==> src/rtl/lcd_irq_pkg.sv <==
package lcd_irq_pkg;

    localparam int REG_W = 32;
    localparam int PRI_W = 13;

    // primary status bit positions
    localparam int P_LDD  = 0;
    localparam int P_SOF0 = 1;
    localparam int P_BER  = 2;
    localparam int P_ABC  = 3;
    localparam int P_IU0  = 4;
    localparam int P_IU1  = 5;
    localparam int P_OU   = 6;
    localparam int P_QD   = 7;
    localparam int P_EOF0 = 8;
    localparam int P_BS0  = 9;
    localparam int P_SINT = 10;
    localparam int P_RDST = 11;
    localparam int P_CMD  = 12;
    localparam int BERCH_LSB = 28;
    localparam int BERCH_W   = 3;

    // control word 0 fields
    localparam int C0_ENB    = 0;
    localparam int C0_M_LDD  = 3;
    localparam int C0_M_SOF  = 4;
    localparam int C0_M_IU   = 5;
    localparam int C0_M_EOF  = 6;
    localparam int C0_M_QD   = 11;
    localparam int C0_M_BS   = 20;
    localparam int C0_M_OU   = 21;
    localparam int C0_INTBUF = 22;
    localparam int C0_M_RDST = 23;
    localparam int C0_M_CMD  = 24;
    localparam int C5_M_IU1  = 24;
    localparam int BIAS_LSB  = 16;
    localparam int BIAS_W    = 4;

    // secondary lane offsets (position = channel - 1 + offset)
    localparam int L_SOF = 0;
    localparam int L_EOF = 8;
    localparam int L_BS  = 16;
    localparam int L_IU  = 24;

    localparam logic [REG_W-1:0] CTRL0_KEEP = 32'h07ff_ffff;
    localparam logic [REG_W-1:0] CTRL5_KEEP = 32'h3f3f_3f3f;
    localparam logic [REG_W-1:0] STAT0_CLR  = 32'h0000_0fff;
    localparam logic [REG_W-1:0] STAT1_CLR  = 32'h003e_3f3f;

    typedef enum logic [2:0] {
        SEL_CTRL0 = 3'd0,
        SEL_CTRL3 = 3'd1,
        SEL_CTRL5 = 3'd2,
        SEL_STAT0 = 3'd3,
        SEL_STAT1 = 3'd4
    } wsel_e;

    typedef enum logic {
        IRQ_QUIET  = 1'b0,
        IRQ_RAISED = 1'b1
    } irq_state_e;

endpackage

==> src/rtl/lcd_irq_ctrl.sv <==
module lcd_irq_ctrl
    import lcd_irq_pkg::*;
(
    input  logic             clk,
    input  logic             rst_n,
    input  logic             wr_en,
    input  logic [2:0]       wr_sel,
    input  logic [REG_W-1:0] wr_data,
    output logic [REG_W-1:0] ctrl0_q,
    output logic [REG_W-1:0] ctrl5_q,
    output logic             qd_set,
    output logic             abc_set
);

    logic [BIAS_W-1:0] bias_q;
    logic              wr_c0, wr_c3, wr_c5;

    assign wr_c0 = wr_en && (wr_sel == SEL_CTRL0);
    assign wr_c3 = wr_en && (wr_sel == SEL_CTRL3);
    assign wr_c5 = wr_en && (wr_sel == SEL_CTRL5);

    // status side effects of a control word 0 write
    assign qd_set  = wr_c0 && ctrl0_q[C0_ENB] && !wr_data[C0_ENB];
    assign abc_set = wr_c0 && (bias_q != '0) && wr_data[C0_ENB] && !wr_data[C0_INTBUF];

    always_ff @(posedge clk or negedge rst_n) begin
        if (!rst_n) begin
            ctrl0_q <= '0;
            ctrl5_q <= '0;
            bias_q  <= '0;
        end else begin
            if (wr_c0) ctrl0_q <= wr_data & CTRL0_KEEP;
            if (wr_c5) ctrl5_q <= wr_data & CTRL5_KEEP;
            if (wr_c3) bias_q  <= wr_data[BIAS_LSB +: BIAS_W];
        end
    end

    p_ctrl5_hold_r2: assert property (@(posedge clk) disable iff (!rst_n)
        !wr_c5 |=> $stable(ctrl5_q));

endmodule

==> src/rtl/lcd_irq_events.sv <==
module lcd_irq_events
    import lcd_irq_pkg::*;
#(
    parameter int NCH = 7,
    parameter int IDW = 32
) (
    input  logic [NCH-1:0]     sof_ev,
    input  logic [NCH-1:0]     eof_ev,
    input  logic [NCH-1:0]     bra_ev,
    input  logic [NCH-1:0]     und_ev,
    input  logic [NCH-1:0]     ber_ev,
    input  logic [NCH-1:0]     sof_ie,
    input  logic [NCH-1:0]     eof_ie,
    input  logic [NCH*IDW-1:0] ids,
    input  logic [REG_W-1:0]   ctrl0,
    input  logic [REG_W-1:0]   ctrl5,
    input  logic               irq_now,
    output logic [PRI_W-1:0]   p_set,
    output logic [REG_W-1:0]   s_set,
    output logic               ber_any,
    output logic [BERCH_W-1:0] ber_ch,
    output logic               sint_set,
    output logic               id_load,
    output logic [IDW-1:0]     id_val
);

    localparam int NKIND = 4;

    logic [NCH-1:0]   sof_q, eof_q, um_sof, um_eof, um_bra;
    logic [NKIND-1:0] hits [NCH];
    logic             unused_ctrl;

    assign sof_q       = sof_ev & sof_ie;
    assign eof_q       = eof_ev & eof_ie;
    assign ber_any     = |ber_ev;
    assign unused_ctrl = ^{ctrl0, ctrl5};

    // mask selection: channel 0 uses scattered bits, others the packed lanes
    for (genvar c = 0; c < NCH; c++) begin : g_ch
        if (c == 0) begin : g_prim
            assign um_sof[c] = sof_q[c]  && !ctrl0[C0_M_SOF];
            assign um_eof[c] = eof_q[c]  && !ctrl0[C0_M_EOF];
            assign um_bra[c] = bra_ev[c] && !ctrl0[C0_M_BS];
        end else begin : g_sec
            assign um_sof[c] = sof_q[c]  && !ctrl5[c - 1 + L_SOF];
            assign um_eof[c] = eof_q[c]  && !ctrl5[c - 1 + L_EOF];
            assign um_bra[c] = bra_ev[c] && !ctrl5[c - 1 + L_BS];
        end
        assign hits[c] = {ber_ev[c], um_eof[c], um_sof[c], um_bra[c]};
    end

    always_comb begin : route
        p_set = '0;
        s_set = '0;
        p_set[P_SOF0] = sof_q[0];
        p_set[P_EOF0] = eof_q[0];
        p_set[P_BS0]  = bra_ev[0];
        p_set[P_IU0]  = und_ev[0];
        p_set[P_BER]  = ber_any;
        for (int c = 1; c < NCH; c++) begin
            s_set[c - 1 + L_SOF] = sof_q[c];
            s_set[c - 1 + L_EOF] = eof_q[c];
            s_set[c - 1 + L_BS]  = bra_ev[c];
            if (c == 1) p_set[P_IU1] = und_ev[c];
            else        s_set[c - 1 + L_IU] = und_ev[c];
        end
    end

    // walk channels upward: first unmasked event captures the ID when the
    // line is quiet, every further one flags the summary bit
    always_comb begin : summarize
        logic busy;
        busy     = irq_now;
        sint_set = 1'b0;
        id_load  = 1'b0;
        id_val   = '0;
        ber_ch   = '0;
        for (int c = 0; c < NCH; c++) begin
            if (ber_ev[c]) ber_ch = BERCH_W'(c);
            for (int k = 0; k < NKIND; k++) begin
                if (hits[c][k]) begin
                    if (busy) begin
                        sint_set = 1'b1;
                    end else begin
                        id_load = 1'b1;
                        id_val  = ids[c*IDW +: IDW];
                        busy    = 1'b1;
                    end
                end
            end
        end
    end

endmodule

==> src/rtl/lcd_irq_status.sv <==
module lcd_irq_status
    import lcd_irq_pkg::*;
#(
    parameter int IDW = 32
) (
    input  logic               clk,
    input  logic               rst_n,
    input  logic               clr0,
    input  logic               clr1,
    input  logic [REG_W-1:0]   wdata,
    input  logic [PRI_W-1:0]   p_set,
    input  logic [REG_W-1:0]   s_set,
    input  logic               ber_any,
    input  logic [BERCH_W-1:0] ber_ch,
    input  logic               sint_set,
    input  logic               id_load,
    input  logic [IDW-1:0]     id_val,
    input  logic               qd_set,
    input  logic               abc_set,
    input  logic               g_ldd,
    input  logic               g_ou,
    input  logic               g_rdst,
    input  logic               g_cmd,
    output logic [REG_W-1:0]   stat0_q,
    output logic [REG_W-1:0]   stat1_q,
    output logic [IDW-1:0]     id_q
);

    logic [REG_W-1:0] s0_nxt, s1_nxt;

    always_comb begin : next_primary
        s0_nxt = stat0_q;
        if (clr0) begin
            s0_nxt = s0_nxt & ~(wdata & STAT0_CLR);
            if (wdata[P_BER]) s0_nxt[BERCH_LSB +: BERCH_W] = '0;
        end
        s0_nxt[PRI_W-1:0] = s0_nxt[PRI_W-1:0] | p_set;
        if (g_ldd)    s0_nxt[P_LDD]  = 1'b1;
        if (g_ou)     s0_nxt[P_OU]   = 1'b1;
        if (g_rdst)   s0_nxt[P_RDST] = 1'b1;
        if (g_cmd)    s0_nxt[P_CMD]  = 1'b1;
        if (qd_set)   s0_nxt[P_QD]   = 1'b1;
        if (abc_set)  s0_nxt[P_ABC]  = 1'b1;
        if (sint_set) s0_nxt[P_SINT] = 1'b1;
        if (ber_any)  s0_nxt[BERCH_LSB +: BERCH_W] = ber_ch;
    end

    always_comb begin : next_secondary
        s1_nxt = stat1_q;
        if (clr1) s1_nxt = s1_nxt & ~(wdata & STAT1_CLR);
        s1_nxt = s1_nxt | s_set;
    end

    always_ff @(posedge clk or negedge rst_n) begin
        if (!rst_n) begin
            stat0_q <= '0;
            stat1_q <= '0;
            id_q    <= '0;
        end else begin
            stat0_q <= s0_nxt;
            stat1_q <= s1_nxt;
            if (id_load) id_q <= id_val;
        end
    end

    p_w1c_ldd_r9: assert property (@(posedge clk) disable iff (!rst_n)
        (clr0 && wdata[P_LDD] && !g_ldd) |=> !stat0_q[P_LDD]);

    p_id_hold_r8: assert property (@(posedge clk) disable iff (!rst_n)
        !id_load |=> $stable(id_q));

endmodule

==> src/rtl/lcd_irq_line.sv <==
module lcd_irq_line
    import lcd_irq_pkg::*;
(
    input  logic             clk,
    input  logic             rst_n,
    input  logic [REG_W-1:0] stat0,
    input  logic [REG_W-1:0] stat1,
    input  logic [REG_W-1:0] ctrl0,
    input  logic [REG_W-1:0] ctrl5,
    output logic             irq
);

    irq_state_e       state_q, state_nxt;
    logic [PRI_W-1:0] pri_en;
    logic             level;
    logic             unused_bits;

    assign unused_bits = ^{stat0[REG_W-1:PRI_W], ctrl0};

    always_comb begin : enables
        pri_en         = '0;
        pri_en[P_LDD]  = !ctrl0[C0_M_LDD];
        pri_en[P_SOF0] = !ctrl0[C0_M_SOF];
        pri_en[P_IU0]  = !ctrl0[C0_M_IU];
        pri_en[P_IU1]  = !ctrl5[C5_M_IU1];
        pri_en[P_OU]   = !ctrl0[C0_M_OU];
        pri_en[P_QD]   = !ctrl0[C0_M_QD];
        pri_en[P_EOF0] = !ctrl0[C0_M_EOF];
        pri_en[P_BS0]  = !ctrl0[C0_M_BS];
        pri_en[P_RDST] = !ctrl0[C0_M_RDST];
        pri_en[P_CMD]  = !ctrl0[C0_M_CMD];
        level = (|(stat0[PRI_W-1:0] & pri_en)) || (|(stat1 & ~ctrl5));
    end

    always_comb begin : transitions
        state_nxt = state_q;
        unique case (state_q)
            IRQ_QUIET:  if (level)  state_nxt = IRQ_RAISED;
            IRQ_RAISED: if (!level) state_nxt = IRQ_QUIET;
            default:    state_nxt = IRQ_QUIET;
        endcase
    end

    always_ff @(posedge clk or negedge rst_n) begin
        if (!rst_n) state_q <= IRQ_QUIET;
        else        state_q <= state_nxt;
    end

    always_comb begin : outputs
        irq = (state_q == IRQ_RAISED);
    end

endmodule

==> src/rtl/lcd_irq_agg.sv <==
module lcd_irq_agg
    import lcd_irq_pkg::*;
#(
    parameter int NCH = 7,
    parameter int IDW = 32
) (
    input  logic               clk,
    input  logic               rst_n,
    input  logic [NCH-1:0]     ev_sof,
    input  logic [NCH-1:0]     ev_eof,
    input  logic [NCH-1:0]     ev_branch,
    input  logic [NCH-1:0]     ev_underrun,
    input  logic [NCH-1:0]     ev_buserr,
    input  logic [NCH-1:0]     cmd_sof_ie,
    input  logic [NCH-1:0]     cmd_eof_ie,
    input  logic [NCH*IDW-1:0] frame_id,
    input  logic               ev_last_done,
    input  logic               ev_out_underrun,
    input  logic               ev_read_status,
    input  logic               ev_command,
    input  logic               wr_en,
    input  logic [2:0]         wr_sel,
    input  logic [REG_W-1:0]   wr_data,
    output logic [REG_W-1:0]   ctrl0_o,
    output logic [REG_W-1:0]   ctrl5_o,
    output logic [REG_W-1:0]   stat0_o,
    output logic [REG_W-1:0]   stat1_o,
    output logic [IDW-1:0]     irq_id_o,
    output logic               irq_o
);

    logic               qd_set, abc_set, clr0, clr1;
    logic [PRI_W-1:0]   p_set;
    logic [REG_W-1:0]   s_set;
    logic               ber_any, sint_set, id_load;
    logic [BERCH_W-1:0] ber_ch;
    logic [IDW-1:0]     id_val;

    assign clr0 = wr_en && (wr_sel == SEL_STAT0);
    assign clr1 = wr_en && (wr_sel == SEL_STAT1);

    lcd_irq_ctrl u_ctrl (
        .clk     (clk),
        .rst_n   (rst_n),
        .wr_en   (wr_en),
        .wr_sel  (wr_sel),
        .wr_data (wr_data),
        .ctrl0_q (ctrl0_o),
        .ctrl5_q (ctrl5_o),
        .qd_set  (qd_set),
        .abc_set (abc_set)
    );

    lcd_irq_events #(.NCH(NCH), .IDW(IDW)) u_events (
        .sof_ev   (ev_sof),
        .eof_ev   (ev_eof),
        .bra_ev   (ev_branch),
        .und_ev   (ev_underrun),
        .ber_ev   (ev_buserr),
        .sof_ie   (cmd_sof_ie),
        .eof_ie   (cmd_eof_ie),
        .ids      (frame_id),
        .ctrl0    (ctrl0_o),
        .ctrl5    (ctrl5_o),
        .irq_now  (irq_o),
        .p_set    (p_set),
        .s_set    (s_set),
        .ber_any  (ber_any),
        .ber_ch   (ber_ch),
        .sint_set (sint_set),
        .id_load  (id_load),
        .id_val   (id_val)
    );

    lcd_irq_status #(.IDW(IDW)) u_status (
        .clk      (clk),
        .rst_n    (rst_n),
        .clr0     (clr0),
        .clr1     (clr1),
        .wdata    (wr_data),
        .p_set    (p_set),
        .s_set    (s_set),
        .ber_any  (ber_any),
        .ber_ch   (ber_ch),
        .sint_set (sint_set),
        .id_load  (id_load),
        .id_val   (id_val),
        .qd_set   (qd_set),
        .abc_set  (abc_set),
        .g_ldd    (ev_last_done),
        .g_ou     (ev_out_underrun),
        .g_rdst   (ev_read_status),
        .g_cmd    (ev_command),
        .stat0_q  (stat0_o),
        .stat1_q  (stat1_o),
        .id_q     (irq_id_o)
    );

    lcd_irq_line u_line (
        .clk   (clk),
        .rst_n (rst_n),
        .stat0 (stat0_o),
        .stat1 (stat1_o),
        .ctrl0 (ctrl0_o),
        .ctrl5 (ctrl5_o),
        .irq   (irq_o)
    );

    p_qd_ack_r10: assert property (@(posedge clk) disable iff (!rst_n)
        (wr_en && wr_sel == SEL_CTRL0 && ctrl0_o[C0_ENB] && !wr_data[C0_ENB])
        |=> stat0_o[P_QD]);

    p_ber_flag_r5: assert property (@(posedge clk) disable iff (!rst_n)
        (|ev_buserr) |=> stat0_o[P_BER]);

    p_sint_busy_r8: assert property (@(posedge clk) disable iff (!rst_n)
        (irq_o && (|ev_buserr)) |=> stat0_o[P_SINT]);

    p_sec_irq_r7: assert property (@(posedge clk) disable iff (!rst_n)
        (|(stat1_o & ~ctrl5_o)) |=> irq_o);

    p_quiet_r7: assert property (@(posedge clk) disable iff (!rst_n)
        (stat0_o == '0 && stat1_o == '0) |=> !irq_o);

endmodule

==> config.mk <==
export PLATFORM = sky130hd
export DESIGN_NAME = lcd_irq_agg
export DESIGN_NICKNAME = d
export VERILOG_FILES = /design/src/rtl/lcd_irq_pkg.sv /design/src/rtl/lcd_irq_ctrl.sv /design/src/rtl/lcd_irq_events.sv /design/src/rtl/lcd_irq_status.sv /design/src/rtl/lcd_irq_line.sv /design/src/rtl/lcd_irq_agg.sv
export SDC_FILE = /design/constraint.sdc
export NUM_CORES = 1
export LEC_CHECK = 0
export CORE_AREA = 2 2 187 189
export CTS_CLUSTER_DIAMETER = 40
export CTS_CLUSTER_SIZE = 10
export DETAILED_ROUTE_END_ITERATION = 10
export DIE_AREA = 0 0 189 191
export PLACE_DENSITY_LB_ADDON = 0.08
export SYNTH_ARGS = -nofsm -noshare
export SYNTH_HDL_FRONTEND = slang
export SYNTH_HIERARCHICAL = 1
export SYNTH_SLANG_ARGS = --single-unit
==> constraint.sdc <==
create_clock -name clk -period 3.25 [get_ports clk]
set_input_delay 0.325 -clock clk [delete_from_list [all_inputs] [get_ports clk]]
set_output_delay 0.325 -clock clk [all_outputs]
set_load 0.01 [all_outputs]
---- After elaboration in Yosys (flattened, before gate mapping) ----
Cells that the tools add are included.
operators by class
  bitwise gates (word level) .............. 11
  eq/ne operators ......................... 4
  reductions and logical operators ........ 68
  multiplexer cells ....................... 213
operators with widths
  operator              number
  $mux W32              57
  $mux W1               148
  $and A32 B32 Y32      3
  $not A12 Y32          1
  $not A22 Y32          1
  $not A30 Y32          1
  $or A32 B30 Y32       1
  $reduce_or A32 Y1     1
  $logic_and A1 B1 Y1   31
  $mux W31              1
  $logic_not A1 Y1      30
  $mux W3               5
  $and A7 B7 Y7         2
  $and A13 B13 Y13      1
  $or A13 B10 Y13       1
  $reduce_or A13 Y1     1
  $reduce_or A7 Y1      1
  $eq A3 B2 Y1 const B  2
  $mux W2               2
  $reduce_bool A4 Y1    1
  $eq A3 B1 Y1 const B  1
  $eq A3 B3 Y1 const B  1
  $logic_not A3 Y1      1
  $reduce_bool A2 Y1    1
  $logic_or A1 B1 Y1    1
storage, ports and cells
  input bits .............................. 315
  word-level logic and storage cells ...... 305
  bits in registers ....................... 152

---- Logic depth before layout (Yosys ltp) ----
  depth after elaboration ................. 58
  gate-level depth with buffers ........... 10

---- Cells and area by module ----
The synthesis kept the hierarchy.
modules (own cells, without submodules)
  module          instances  cells an instance  area each (um^2)
  lcd_irq_status  1          216                3169.3
  lcd_irq_ctrl    1          136                2312.2
  lcd_irq_events  1          320                2140.8
  lcd_irq_line    1          64                 364.1
  lcd_irq_agg     1          2                  22.5

---- Worst setup path after synthesis ----
No wires, ideal clock.
  path type ............................... register to register
  from .................................... reg u_ctrl.ctrl5_q[2]
  to ...................................... reg u_status.id_q[10]
  cell stages (with the launch flop) ...... 10
  path buffers ............................ 2
  required time ........................... 3.125 ns
  setup slack ............................. 0.385 ns
  library setup time ...................... 0.125 ns
  period minus slack after synthesis ...... 2.865 ns
  arrival ................................. 2.740 ns
  cell sequence ........................... dfrtp_1 > and3b_4 > or3_4 > or4_4 > nor4b_4 > nor2_1 > nand3_1 > buf_6 > buf_12 > mux2_4
between the ends
  cells in the longest elaborated chain, start to end .. 31
  elaborated cells between the ends (all ways) .. 74
  those cells by class .................... mux (72); reduce/logical (2)
ends and longest elaborated chain
  item                     line                  source
  from (decl)              lcd_irq_ctrl.sv:10    output logic [REG_W-1:0] ctrl5_q,
  from (signal assigned)   lcd_irq_ctrl.sv:33    if (wr_c5) ctrl5_q <= wr_data & CTRL5_KEEP;
  $logic_not A1 Y1 (*)     lcd_irq_events.sv:45  assign um_sof[c] = sof_q[c] && !ctrl5[c - 1 + L_SOF];
  $logic_and A1 B1 Y1 (*)  lcd_irq_events.sv:45
  $mux W1                  lcd_irq_events.sv:81  if (hits[c][k]) begin
  $mux W1                  lcd_irq_events.sv:82  if (busy) begin
  $mux W1                  lcd_irq_events.sv:81
  $mux W1                  lcd_irq_events.sv:82
  $mux W1                  lcd_irq_events.sv:81
  $mux W1                  lcd_irq_events.sv:82
  (+16 left out)           -
  $mux W1                  lcd_irq_events.sv:81
  $mux W1                  lcd_irq_events.sv:82
  $mux W1                  lcd_irq_events.sv:81
  $mux W1                  lcd_irq_events.sv:82
  $mux W1                  lcd_irq_events.sv:81
  $mux W1                  lcd_irq_events.sv:82
  $mux W1 (*)              lcd_irq_events.sv:81
  net id_load              lcd_irq_agg.sv:35     logic ber_any, sint_set, id_load;
  to (signal assigned)     lcd_irq_status.sv:62  if (id_load) id_q <= id_val;
  to (decl)                lcd_irq_status.sv:26  output logic [IDW-1:0] id_q
The timed path passes the listed nets; every way through them passes the cells marked *.
A chain may end at the register's enable or synchronous reset.

---- Worst setup path in the final report ----
  from .................................... reg u_ctrl.ctrl5_q[2]
  to ...................................... reg u_status.id_q[26]
The elaborated chain is that of the path after synthesis.

==> metrics <==
CP arrival=3200 ps; Post-synth EDFFs=0; Max VDD drop=0.290 mV; Area Growth Syn to Fin=68.4%; maximum clock insertion buffer count=2; CTS buffer count=17; antenna viol nets, final=0; Yosys reg bits=136; CTS sink cnt=between 100 and 150; 1st-pass router iterations=6; endpoints failing setup=0; GPL Wtd Cong=0.847; FF-to-FF End=u_status/id_q[26]; Mapped Area=about 8000 um^2; layout cells sized above 1=between 15 and 20%; number of global-route vias before repair=approximately 7.6k; die width=189 um; via count=7,449; Lkg Pwr=~5.5 nW; worst setup path end=u_status/id_q[26]; DP Wirelength=29.6 mm; final core occ=~40%; Least-Margin Pin Slew=998 ps; cells after synthesis=~740; CTS tree=built; Clock Skew=~10 ps; Mean Syn Cell Area=around 11 um^2; Final TNS setup=0 ps; Period Utilization, post-route=89.2%; H-Tree Depth=4; Die H=between 150 and 200 um; Rel. slew slack=~33%; initial antenna violation count=5; die area=~36,000 um^2; I/O Buffers=~440; GR Overflow Total=0; drt drc=0; wire per inst=22.6 um; Clock Pin Slew Worst Setup and Hold Paths=60 ps; total track usage=19.8%; min cycle time layout=2900 ps; row cnt=between 60 and 70; Post-synth ARST share=100%; Critical Path RT=3550 ps; Max Cap Viol=0; reg2reg setup slack=roughly 350 ps; CP Class=reg2reg; Final nets=roughly 1.5k; postcts setup bufs=0; dpl ws=11.8 ps; Clk Latency, worst-skew pair=approximately 420 ps; Final Hold Fails=0; Initial Util=between 20% and 30%; IO Pins=476; distinct cell type count after synthesis=63; pin count of the biggest net entering global routing=57; Critical Path Sink Type=flip-flop; Top FF cell, synth=dfrtp_1; vias per cell=4.51; reg2reg start=u_ctrl/ctrl5_q[2]; Core Box Area=around 34,000 um^2; run status=complete, no violations; part of the Yosys area used for sequential elements=42.5%; Synthesis Warnings=6; Max Freq=between 0.3 and 0.4 GHz; Power Dens Cells=between 400 and 500 nW/um^2; Startpoint Class=flip-flop; final worst setup slack=between 300 and 400 ps; critical-path maximum fanout=7; routed wire length=37.3 mm; PostCTS Resize Cnt=0; unrepaired setup endpoints after global routing=false; first-pass GRT wire length=between 50 and 60 mm; Initial DRC Count=422; Hold WC Path Type=in2async; Synth top area share=between 40% and 50%; Clock Tree Root=clkbuf_16; top post-synthesis cells by area=dfrtp_1, mux2_4, buf_4; crit path from=u_ctrl/ctrl5_q[2]; worst reg-to-reg path cell count=8; Max Slew Vio Count=0; cell taking the most area after synthesis=dfrtp_1
==> power breakdown <==
part           internal [mW]  switching (mW)  leakage (nW)  total [mW]
registers               1.90           0.170          1.49        2.07
logic                  0.962           0.542          3.68        1.50
clock network           1.34           0.831         0.316        2.17
total                   4.20            1.54          5.49        5.75
==> worst max-delay path: stages, from the launching register on <==
cell and delay, ps:
dfrtp_1 400, and3b_4 250, or3_4 400, or4_4 580, nor4b_4 300, nor2_1 130, nand3_2 170, buf_4 230
mux2_4 310
==> cell type report <==
| type | count | area [um^2] |
|---|---|---|
| fill | 3379 | 20600 |
| timing repair buffer | 478 | 4780 |
| multi-input combinational | 517 | 3970 |
| sequential | 136 | 3400 |
| tap | 455 | 569 |
| clock buffer | 20 | 457 |
| clock inverter | 12 | 186 |
| inverter | 32 | 120 |
| antenna | 2 | 5.00 |
==> through the flow <==
step,total power [mW],std cells,hold slack [ps],area (um^2)
4_1_cts,5.84,1650,436,13500
3_5_place_dp,3.62,1617,336,12800
3_3_place_gp,3.61,1617,346,12800
5_1_grt,6.01,1652,451,13500
2_1_floorplan,2.62,780,29.4,8170
6_report,5.75,1652,429,13500
==> metal layers <==
layer | share of wire (%) | wire, um | GRT usage (%)
met1 | 40 | 14800 | 22.7
met5 | 0.11 | 41 | 0
met3 | 8.3 | 3100 | 6.70
met2 | 51 | 18900 | 35.0
met4 | 1.3 | 491 | 5.11
==> cells in the mapped netlist (5+ instances only) <==
cell type,n
nor2b_1,9
nand2b_1,19
or2_2,17
buf_2,5
mux2_2,35
a222oi_1,32
inv_1,32
o21ai_1,9
mux2_4,50
clkbuf_1,14
a211o_1,6
dfrtp_1,136
buf_6,9
nor4_1,10
a22oi_1,51
nor2_1,21
o2111ai_1,5
nand3_1,27
a21o_1,23
and2_1,14
and3b_1,9
nand2_1,50
and3_1,9
o22ai_1,12
buf_4,63
==> layout by cell type, fill, tap and decap left out, types with 4 or more instances in the layout <==
master             n
o2111ai_1          5
or2_2             17
nand3_1           26
a211o_1            6
nor4_1            10
inv_6              5
and2_1            14
nand4_1            4
bufinv_16          4
buf_12             6
mux2_2            35
nor3_1             4
o22ai_1           12
and3b_1            9
inv_1             32
nand2b_1          19
buf_4             27
and4bb_2           4
a21o_1            23
a22oi_1           51
nor2b_1            8
clkdlybuf4s50_1  443
and3_1             9
dfrtp_1          136
a222oi_1          32
conb_1            45
nor2_1            18
clkbuf_16         17
nand2_1           50
a21oi_1            4
o21ai_1            9
mux2_4            50
a22o_1             4
==> logic make-up after synthesis <==
family / count (synthesis) / share of synthesized area (%)
other cells: 3 / 0.141
flops: 136 / 42.5
mux: 87 / 14.6
compound gates: 169 / 16.5
buf+inv: 127 / 10.4
fa+ha+maj: 1 / 0.125
simple gates: 215 / 15.7
==> repair_timing <==
item	in CTS	in global routing
hold buffers	1	0
endpoints found under the setup margin	0	0
hold endpoints to repair	54	0
==> flip-flops by register name (all words and copies together) (netlist names) <==
register          flops
u_ctrl/bias_q         4
u_ctrl/ctrl0_q       27
u_ctrl/ctrl5_q       24
u_line/irq            1
u_status/id_q        32
u_status/stat0_q     16
u_status/stat1_q     32
==> worst min-delay path by stage <==
stage | start | to | depth (start not counted) | slack (ps)
after global placement | rst_n | u_ctrl/ctrl0_q[19] | 1 | 350
after CTS | rst_n | u_ctrl/ctrl0_q[19] | 2 | 440
after global routing | ev_underrun[1] | u_status/stat0_q[5] | 2 | 450
after detailed placement | rst_n | u_ctrl/ctrl0_q[19] | 1 | 340
after floorplan | rst_n | u_ctrl/bias_q[0] | 0 | 30
final | rst_n | u_ctrl/ctrl0_q[18] | 2 | 430
Note: power is estimated with default switching activity, not from simulation.
